--- src/rtl/ulm_pkg.sv ---
package ulm_pkg;

    typedef enum logic [1:0] {
        SYM_SE0 = 2'b00,
        SYM_J   = 2'b01,
        SYM_K   = 2'b10,
        SYM_SE1 = 2'b11
    } line_sym_e;

    typedef enum logic [1:0] {
        MD_FS   = 2'b00,
        MD_LS   = 2'b01,
        MD_LSRP = 2'b10
    } speed_e;

    typedef enum logic [1:0] {
        T_LINE,
        T_SE0,
        T_END
    } tmr_e;

endpackage

--- src/rtl/ulm_sync.sv ---
module ulm_sync #(
    parameter int unsigned    W       = 2,
    parameter int unsigned    STAGES  = 2,
    parameter logic [W-1:0]   RST_VAL = '0
) (
    input  logic         clk,
    input  logic         rst_n,
    input  logic [W-1:0] d,
    output logic [W-1:0] q
);

    logic [STAGES-1:0][W-1:0] stg_q;

    always_ff @(posedge clk) begin
        if (!rst_n) begin
            stg_q <= {STAGES{RST_VAL}};
        end else begin
            stg_q[0] <= d;
            for (int s = 1; s < STAGES; s++) begin
                stg_q[s] <= stg_q[s-1];
            end
        end
    end

    assign q = stg_q[STAGES-1];

endmodule

--- src/rtl/ulm_classify.sv ---
module ulm_classify
    import ulm_pkg::*;
(
    input  logic      dp,
    input  logic      dm,
    input  speed_e    mode,
    output line_sym_e sym
);

    // Low-speed signalling swaps the meaning of the two differential states.
    always_comb begin
        unique case ({dp, dm})
            2'b00:   sym = SYM_SE0;
            2'b11:   sym = SYM_SE1;
            2'b10:   sym = (mode == MD_LS) ? SYM_K : SYM_J;
            default: sym = (mode == MD_LS) ? SYM_J : SYM_K;
        endcase
    end

endmodule

--- src/rtl/ulm_se0_timer.sv ---
module ulm_se0_timer
    import ulm_pkg::*;
#(
    parameter int unsigned RST_CYC = 120,
    parameter int unsigned KA_CYC  = 57
) (
    input  logic       clk,
    input  logic       rst_n,
    input  logic       dp,
    input  logic       dm,
    output logic       end_evt,
    output logic       len_rst,
    output logic       len_ka,
    output logic       len_min,
    output logic [1:0] end_lvl
);

    localparam int unsigned    CNT_MAX = RST_CYC + 1;
    localparam int unsigned    CW      = $clog2(CNT_MAX + 1);
    localparam logic [CW-1:0]  SAT     = CW'(CNT_MAX);
    localparam logic [CW-1:0]  RST_LIM = CW'(RST_CYC);
    localparam logic [CW-1:0]  KA_LIM  = CW'(KA_CYC);
    localparam logic [CW-1:0]  MIN_LEN = CW'(2);

    tmr_e          st_q, st_d;
    logic [CW-1:0] cnt_q;
    logic [1:0]    lvl_q;
    logic          se0;

    assign se0 = !dp && !dm;

    always_comb begin
        st_d = st_q;
        unique case (st_q)
            T_LINE:  if (se0) st_d = T_SE0;
            T_SE0:   if (!se0) st_d = T_END;
            T_END:   st_d = se0 ? T_SE0 : T_LINE;
            default: st_d = T_LINE;
        endcase
    end

    always_ff @(posedge clk) begin
        if (!rst_n) begin
            st_q  <= T_LINE;
            cnt_q <= '0;
            lvl_q <= 2'b10;
        end else begin
            st_q <= st_d;
            if (st_q != T_SE0 && se0) begin
                cnt_q <= CW'(1);
            end else if (st_q == T_SE0 && se0 && cnt_q != SAT) begin
                cnt_q <= cnt_q + 1'b1;
            end
            if (st_q == T_SE0 && !se0) begin
                lvl_q <= {dp, dm};
            end
        end
    end

    always_comb begin
        end_evt = (st_q == T_END);
        len_rst = (cnt_q > RST_LIM);
        len_ka  = (cnt_q > KA_LIM);
        len_min = (cnt_q >= MIN_LEN);
        end_lvl = lvl_q;
    end

    p_cnt_sat_r5: assert property (@(posedge clk) disable iff (!rst_n)
        cnt_q <= SAT);

    p_end_once_r12: assert property (@(posedge clk) disable iff (!rst_n)
        (st_q == T_END) |=> (st_q != T_END));

endmodule

--- src/rtl/usb_line_monitor.sv ---
module usb_line_monitor
    import ulm_pkg::*;
#(
    parameter int unsigned SAMPLE_HZ   = 48_000_000,
    parameter int unsigned SYNC_STAGES = 2
) (
    input  logic       clk,
    input  logic       rst_n,
    input  logic       dp_i,
    input  logic       dm_i,
    input  logic [1:0] cfg_i,
    input  logic       pre_i,
    output logic [1:0] sym_o,
    output logic [1:0] mode_o,
    output logic       bus_rst_o,
    output logic       keep_alive_o
);

    localparam longint unsigned HZ64    = 64'(SAMPLE_HZ);
    localparam int unsigned     RST_CYC = int'((HZ64 * 64'd25) / 64'd10_000_000);
    localparam int unsigned     KA_CYC  = int'((HZ64 * 64'd12) / 64'd10_000_000);

    logic [1:0] line_s;
    line_sym_e  sym;
    speed_e     mode_q, mode_d;
    logic       end_evt, len_rst, len_ka, len_min;
    logic [1:0] end_lvl;
    logic       cfg_auto, cfg_ls;

    ulm_sync #(.W(2), .STAGES(SYNC_STAGES), .RST_VAL(2'b10)) u_sync (
        .clk   (clk),
        .rst_n (rst_n),
        .d     ({dp_i, dm_i}),
        .q     (line_s)
    );

    ulm_classify u_cls (
        .dp   (line_s[1]),
        .dm   (line_s[0]),
        .mode (mode_q),
        .sym  (sym)
    );

    ulm_se0_timer #(.RST_CYC(RST_CYC), .KA_CYC(KA_CYC)) u_tmr (
        .clk     (clk),
        .rst_n   (rst_n),
        .dp      (line_s[1]),
        .dm      (line_s[0]),
        .end_evt (end_evt),
        .len_rst (len_rst),
        .len_ka  (len_ka),
        .len_min (len_min),
        .end_lvl (end_lvl)
    );

    always_comb begin
        unique case (cfg_i)
            2'b01:   begin cfg_auto = 1'b0; cfg_ls = 1'b0; end
            2'b10:   begin cfg_auto = 1'b0; cfg_ls = 1'b1; end
            default: begin cfg_auto = 1'b1; cfg_ls = 1'b0; end
        endcase
    end

    // Speed-mode machine: the end of an SE0 run outranks a preamble.
    always_comb begin
        mode_d = mode_q;
        if (end_evt && len_min) begin
            if (len_rst) begin
                mode_d = cfg_ls ? MD_LS : MD_FS;
            end
            if (cfg_auto) begin
                unique case (end_lvl)
                    2'b10:   mode_d = MD_FS;
                    2'b01:   mode_d = MD_LS;
                    default: ;
                endcase
            end
        end else if (pre_i) begin
            mode_d = MD_LSRP;
        end
    end

    always_ff @(posedge clk) begin
        if (!rst_n) begin
            mode_q <= cfg_ls ? MD_LS : MD_FS;
        end else begin
            mode_q <= mode_d;
        end
    end

    always_comb begin
        sym_o        = sym;
        mode_o       = mode_q;
        bus_rst_o    = end_evt && len_rst;
        keep_alive_o = end_evt && !len_rst && len_ka && (mode_q == MD_LS);
    end

    p_se0_code_r2: assert property (@(posedge clk) disable iff (!rst_n)
        (line_s == 2'b00) |-> (sym_o == 2'b00));

    p_se1_code_r2: assert property (@(posedge clk) disable iff (!rst_n)
        (line_s == 2'b11) |-> (sym_o == 2'b11));

    p_ls_swap_r3: assert property (@(posedge clk) disable iff (!rst_n)
        (mode_o == 2'b01 && line_s == 2'b10) |-> (sym_o == 2'b10));

    p_ka_only_ls_r6: assert property (@(posedge clk) disable iff (!rst_n)
        keep_alive_o |-> (mode_o == 2'b01));

    p_forced_restore_r8: assert property (@(posedge clk) disable iff (!rst_n)
        (bus_rst_o && cfg_i == 2'b01) |=> (mode_o == 2'b00));

    p_preamble_r9: assert property (@(posedge clk) disable iff (!rst_n)
        (pre_i && !end_evt) |=> (mode_o == 2'b10));

    p_short_se0_r10: assert property (@(posedge clk) disable iff (!rst_n)
        (end_evt && !len_min && !pre_i) |=> $stable(mode_o));

    p_strobe_excl_r12: assert property (@(posedge clk) disable iff (!rst_n)
        !(bus_rst_o && keep_alive_o));

    p_rst_single_r12: assert property (@(posedge clk) disable iff (!rst_n)
        bus_rst_o |=> !bus_rst_o);

    p_ka_single_r12: assert property (@(posedge clk) disable iff (!rst_n)
        keep_alive_o |=> !keep_alive_o);

endmodule

--- config.mk ---
export PLATFORM = sky130hd
export DESIGN_NAME = usb_line_monitor
export DESIGN_NICKNAME = d
export VERILOG_FILES = /design/src/rtl/ulm_pkg.sv /design/src/rtl/ulm_sync.sv /design/src/rtl/ulm_classify.sv /design/src/rtl/ulm_se0_timer.sv /design/src/rtl/usb_line_monitor.sv
export SDC_FILE = /design/constraint.sdc
export NUM_CORES = 1
export LEC_CHECK = 0
export BUFFER_PORTS_ARGS = -buffer_cell sky130_fd_sc_hd__buf_2
export CAP_MARGIN = 20
export CORE_MARGIN = 2
export CORE_UTILIZATION = 40
export CTS_CLUSTER_DIAMETER = 60
export DETAILED_ROUTE_END_ITERATION = 8
export PLACE_DENSITY_LB_ADDON = 0.3
export SLEW_MARGIN = 30
export SYNTH_ARGS = -nofsm -noshare
export SYNTH_HDL_FRONTEND = slang
export SYNTH_SLANG_ARGS = --single-unit
--- constraint.sdc ---
create_clock -name clk -period 2.2 [get_ports clk]
set_clock_uncertainty 0.2 [all_clocks]
set_input_delay 0.66 -clock clk [delete_from_list [all_inputs] [get_ports clk]]
set_output_delay 0.66 -clock clk [all_outputs]
set_load 0.01 [all_outputs]
==> results of run 1 <==
-- cell usage after synthesis --
cell type and number:
ha_1 5, and2_1 2, nand2b_1 5, o31ai_1 2, a31o_2 1, or4_1 1, o311ai_0 1, nor3_1 3
nor4b_1 1, a21oi_1 4, a21boi_0 3, edfxtp_1 2, and3_1 3, mux2i_1 1, o41ai_1 1, mux2_2 2
nor2_1 7, a31oi_1 2, or4b_4 1, o21a_1 1, inv_1 5, xor2_1 2, or2_2 1, nor4_1 1
nand3_1 3, o211a_1 1, clkbuf_1 1, nand3b_1 2, o21ai_1 1, and3b_1 1, dfxtp_1 15, nand4_1 1
o2bb2ai_1 1, a21o_1 1, nand2_1 9, nor2b_1 2, a211oi_1 2
-- layer usage --
layer / share of wire, % / vias up
li1: - / 396
met1: 49 / 337
met2: 45 / 12
met3: 4.0 / 4
met4: 1.2 / 0
met5: 0 / -
-- registers in the layout (all words and copies together), names as in the netlist --
signal         flops
u_sync.q           2
u_tmr.end_lvl      2
mode_o             2
u_sync.stg_q       2
u_tmr.cnt_q        7
u_tmr.st_q         2
-- logic make-up (layout without fill, tap and decap cells) --
family	Yosys count	count (layout)
simple gates	43	43
compound gates	21	21
flops	17	17
buf+inv	6	28
fa+ha+maj	5	5
mux	3	3
xor+xnor	2	2
-- cell type report --
class,count,share of cell area [%]
multi-input combinational,74,48.2
sequential,17,33.3
timing repair buffer,19,11.2
tap,28,3.14
clock buffer,3,2.02
inverter,5,1.68
clock inverter,1,0.448
-- path summary, 6_finish.rpt --
| kind | endpoint | cells after the start | start |
|---|---|---|---|
| setup / recovery | keep_alive_o | 6 | u_tmr.cnt_q[1]$_SDFFE_PP0P_ |
| hold / removal | u_sync.q[1]$_SDFF_PN1_ | 1 | u_sync.stg_q[1]$_SDFF_PN1_ |
| hold reg to reg | u_sync.q[1]$_SDFF_PN1_ | 1 | u_sync.stg_q[1]$_SDFF_PN1_ |
| setup reg to reg | u_tmr.cnt_q[5]$_SDFFE_PP0P_ | 3 | u_sync.q[1]$_SDFF_PN1_ |
-- stage by stage --
step	hold WS, ns	setup slack [ns]	total power (W)	instances	util [%]
6_report	0.221	-0.0433	0.000559	147	52.0
3_3_place_gp	0.198	0.184	0.000381	139	46.4
5_1_grt	0.234	-0.148	0.000583	147	52.0
4_1_cts	0.226	-0.0789	0.000555	145	49.3
2_1_floorplan	0.186	0.204	0.000365	97	-
3_5_place_dp	0.202	0.119	0.000382	139	46.4
-- cell usage in the layout (no fill, tap or decap), drive strengths merged, types with 2 or more instances in the layout --
master / n
and3: 3
clkbuf: 3
a21oi: 4
a211oi: 2
dfxtp: 15
edfxtp: 2
nand2b: 5
o31ai: 2
nor2b: 2
nor2: 7
nand3: 3
ha: 5
nand2: 9
a31oi: 2
nand3b: 2
a21boi: 3
nor3: 3
mux2: 2
inv: 5
xor2: 2
and2: 2
buf: 19
-- repair_timing --
| action | CTS | global route |
|---|---|---|
| resized for setup | 6 | 12 |
| setup buffers | 2 | 2 |
| setup endpoints to repair | 4 | 4 |
| pin swaps | 1 | 0 |
-- where the power goes --
group | switching, W | internal [W] | total, W
Combinational | 0.0000265 | 0.0000335 | 0.0000600
Sequential | 0.00000818 | 0.000319 | 0.000328
Clock | 0.000103 | 0.0000678 | 0.000171
==> metrics.md, run 1 <==
| Metric | Value |
|---|---|
| Status | `complete, but fails checks` |
| Violated checks | `negative setup slack` |
| Largest family of logic cells by synthesized area | `simple AND/OR/NAND/NOR gates` |
| Multi-input logic area | `538 um2` |
| Final Cycle Share | `102%` |
| PortBufs | `12` |
| M3 GR Usage | `5.26%` |
| Slew headroom | `69.2%` |
| Number of global-route vias before repair | `716` |
| Setup violations, final | `1` |
| Post-synthesis sequential element count | `17` |
| Worst path required time | `1.34 ns` |
| Static leakage | `0.493 nW` |
| Compound-Gate Fraction of Synth Area | `17.0%` |
| GRT overflow | `0` |
| WL final | `1.79 mm` |
| Global-route wire length before repair | `3.07 mm` |
| Worst hold path type | `reg2reg` |
| GR Util met1 | `21.1%` |
| PD cells | `500 nW/um2` |
| Worst Setup Start Kind | `flop` |
| Post-Synth XOR/XNOR Area | `1.98%` |
| Routed WL per cell | `12.2 um` |
| Crit path max-delay family | `flip-flops` |
| CP peak stage delay | `0.39 ns` |
| Post-synthesis cell area | `883 um2` |
| Sink Count | `17` |
| Critical-path cell list | `inv_2 > ha_4 > a31oi_1 > mux2i_1 > nor3_1 > buf_2` |
| Setup total negative slack | `-0.0433 ns` |
| Worst-Skew Late Latency | `0.30 ns` |
| Hold bufs inserted after CTS | `0` |
| Register cell area after layout | `372 um2` |
| Die Y | `51.0 um` |
| Arrival time worst endpoint | `1.38 ns` |
| Htree depth | `1` |
| Drt via density | `5.10` |
| Nets | `132` |
| Io pins | `13` |
| MaxCap Viol Count | `0` |
| Post-route ant nets | `0` |
| Gr busiest metal | `met2` |
| Fmax | `0.446 GHz` |
| Clock transition at path regs | `0.10 ns` |
| CTS tree | `done` |
| Core Area | `2150 um2` |
| Total global-route track usage | `15.7%` |
| TritonCTS Buffers | `3` |
| Leading area contributor after synthesis | `dfxtp_1` |
| P&R area growth vs syn | `26.3%` |
| Max FO, Critical Path | `6` |
| Synth cell types | `37` |
| Sequential-to-total area share from yosys stat | `40.8%` |
| First-pass iteration count of the detailed router | `4` |
| Yosys top cell area share | `34.0%` |
| Final Cell Area | `1120 um2` |
| Worst setup path class | `reg2out` |
| Worst-Margin Slew | `0.459 ns` |
| Vias | `749` |
| Final WS setup | `-0.0433 ns` |
| Syn nets | `109` |
| RSZ-0062 raised after global routing | `yes` |
| Syn Area/Cell | `9.11 um2` |
| Die Area | `2600 um2` |
| Post-route minimum period | `2.24 ns` |
| Post-synthesis simple-gate area fraction | `26.9%` |
| DP Area | `997 um2` |
| Layout cell share with drive strength beyond 1 | `31.9%` |
| Fillcell total | `215` |
| Syn Inst Count | `97` |
| CTS max path bufs | `2` |
| Met2 GRT Util | `23.6%` |
| CP max-delay cell | `dfxtp_4` |
| Synth top area cells | `dfxtp_1 (34%), ha_1 (7.1%), edfxtp_1 (6.8%)` |
| Root buffer cell | `clkbuf_4` |
| RePlAce Congestion | `0.813` |
| Multiplexer area fraction after synthesis | `3.68%` |
| DRC | `0` |
| Flop2flop setup slack | `0.35 ns` |
| Synth Area in Adders | `7.08%` |
| Buffers plus inverters on the worst setup path | `2` |
| Die span in x | `51.0 um` |
| Synth warn | `0` |
| Initial core utilization | `41.1%` |
| Initial antenna violation count | `0` |
| Dpl hpwl | `1.29 mm` |
| Largest net degree at the start of global routing | `16` |
| Peak supply drop | `441 uV` |
| Slew Limit Fails | `0` |
| CP Capture Type | `output port` |
| Starting DRT DRC Count | `12` |
| Final hold vios | `0` |
| Rows | `17` |
| Diodes inserted | `0` |
Power figures use the tool's default switching activity.
==> run 2, diff against run 1 <==
--- a/config.mk
+++ b/config.mk
@@ -8,7 +8,7 @@
 export BUFFER_PORTS_ARGS = -buffer_cell sky130_fd_sc_hd__buf_2
 export CAP_MARGIN = 20
 export CORE_MARGIN = 2
-export CORE_UTILIZATION = 40
+export CORE_UTILIZATION = 30
 export CTS_CLUSTER_DIAMETER = 60
 export DETAILED_ROUTE_END_ITERATION = 8
 export PLACE_DENSITY_LB_ADDON = 0.3
==> run 2 against run 1 <==
Against the previous run: the run now ends clean; utilization shrank 11 points; cell count up 4.1%; flip-flop and latch count unchanged; via count rose by 3.3%; clock-buffer cell count stayed put; global-route usage fell by 3.4 points; register-to-register slack got worse by 0.06 ns; worst setup slack improved by 0.047 ns; final area up 2.1%; highest routed layer unchanged; first-iteration DRC count rose by 92%; critical path depth fell by 1.
==> metrics.md, run 2 (synthesized netlist as in run 1, its figures left out) <==
| Metric | Value |
|---|---|
| Worst hold path type | `reg2reg` |
| Status | `finished, final reports clean` |
| Hold bufs inserted after CTS | `0` |
| Final Core Density | `41.0%` |
| Die Area | `3390 um2` |
| Io pins | `13` |
| CTS tree | `done` |
| PD cells | `490 nW/um2` |
| Worst setup path class | `reg2out` |
| Sink Count | `17` |
| CP Capture Type | `output port` |
| Reg2reg start | `u_tmr.cnt_q[1]$_SDFFE_PP0P_` |
| Gr busiest metal | `met2` |
| Final hold vios | `0` |
| Nets | `135` |
| DRC | `0` |
| Worst-Skew Late Latency | `0.30 ns` |
| Routed WL per cell | `12.0 um` |
| Number of global-route vias before repair | `758` |
| Setup violations, final | `0` |
| GRT overflow | `0` |
| Largest net degree at the start of global routing | `16` |
| Overall power | `0.000559 W` |
| Max FO, Critical Path | `4` |
| Core Area | `2780 um2` |
| Post-route ant nets | `0` |
| P&R area growth vs syn | `29.0%` |
| TritonCTS Buffers | `3` |
| Clock transition at path regs | `0.11 ns` |
| Arrival time worst endpoint | `1.34 ns` |
| Worst Setup Start Kind | `flop` |
| CTS max path bufs | `2` |
| First-pass iteration count of the detailed router | `4` |
| Starting DRT DRC Count | `23` |
| Met2 GRT Util | `20.1%` |
| Final Cycle Share | `99.8%` |
| GR Util met1 | `15.2%` |
| Diodes inserted | `0` |
| Static leakage | `0.501 nW` |
| Drt via density | `5.06` |
| Max reg flops | `7` |
| Total global-route track usage | `12.4%` |
| Vias | `774` |
| Fmax | `0.455 GHz` |
| Post-route minimum period | `2.20 ns` |
| Layout cell share with drive strength beyond 1 | `34.4%` |
| Global-route wire length before repair | `3.22 mm` |
| RePlAce Congestion | `0.771` |
| Flop2flop setup slack | `0.29 ns` |
| Most frequent cells in the layout | `buf_2 (10), buf_4 (10), nand2_1 (9), dfxtp_1 (9), nor2_1 (7)` |
| Root buffer cell | `clkbuf_4` |
| Rows | `19` |
| Die span in x | `58.3 um` |
| RSZ-0062 raised after global routing | `yes` |
| Initial core utilization | `31.8%` |
| Worst path required time | `1.34 ns` |
| Peak supply drop | `440 uV` |
| Largest reg by FF count | `u_tmr.cnt_q` |
| Worst-Margin Slew | `0.458 ns` |
| Crit path launch | `u_tmr.cnt_q[5]$_SDFFE_PP0P_` |
| Worst r2r dst | `mode_o[0]$_DFFE_PP_` |
| Initial antenna violation count | `0` |
| Htree depth | `1` |
| Slew headroom | `69.0%` |
| M3 GR Usage | `4.24%` |
| Dpl hpwl | `1.30 mm` |
| Hold Crit Depth | `1` |
| Slew Limit Fails | `0` |
| PortBufs | `12` |
| Hold Crit Start | `u_sync.stg_q[1]$_SDFF_PN1_` |
| WL final | `1.84 mm` |
| Worst hold endpoint | `u_sync.q[1]$_SDFF_PN1_` |
| Die Y | `58.3 um` |
| MaxCap Viol Count | `0` |
| Number of cells on the worst reg-to-reg path | `7` |
## run 2: per-layer routing
metal  wire [um]  vias to the layer above
met3          87                        2
met1         908                      355
li1            -                      405
met4          13                        0
met5           0                        -
met2         831                       12
## run 2: critical path, cell delays in order, from the launching register on
cell     delay, ns
dfxtp_4       0.37
and3_4        0.21
o31ai_2       0.07
mux2i_1       0.12
nor3_1        0.12
buf_2         0.15
## run 2: worst max-delay path by stage
stage,end,slack (ns),depth (start not counted)
2_1_floorplan,keep_alive_o,0.20,5
3_3_place_gp,keep_alive_o,0.19,6
3_5_place_dp,keep_alive_o,0.14,6
4_1_cts,keep_alive_o,-0.02,5
5_1_grt,keep_alive_o,-0.07,6
6_report,keep_alive_o,0.004,5
## run 2: what timing repair did
action | in CTS | in global routing
pin swaps | 2 | 0
gates resized for setup | 11 | 7
gates cloned | 0 | 0
setup buffers | 6 | 1
endpoints found under the setup margin | 4 | 4
## run 2: layout make-up
| type | instances | area [um2] |
|---|---|---|
| Clock buffer | 3 | 22.5 |
| Clock inverter | 1 | 6.26 |
| Fill cell | 282 | 1640 |
| Inverter | 5 | 18.8 |
| Multi-Input combinational cell | 74 | 531 |
| Sequential cell | 17 | 375 |
| Tap cell | 31 | 38.8 |
| Timing Repair Buffer | 22 | 148 |
## run 2: per-stage QoR
step	setup WS (ns)	setup TNS, ns	instances	instance area, um2	hold slack (ns)
floorplan	0.204	0	97	883	0.186
global placement	0.185	0	142	1000	0.196
detailed placement	0.136	0	142	1000	0.202
CTS	-0.0247	-0.0247	152	1110	0.235
global route	-0.0728	-0.176	153	1140	0.246
finish	0.00367	0	153	1140	0.224
## run 2: power breakdown
group	switching [W]	leakage [nW]	total (W)	internal, W
combinational	0.0000269	0.335	0.0000572	0.0000303
sequential	0.00000752	0.147	0.000326	0.000319
clock	0.000105	0.0183	0.000175	0.0000703
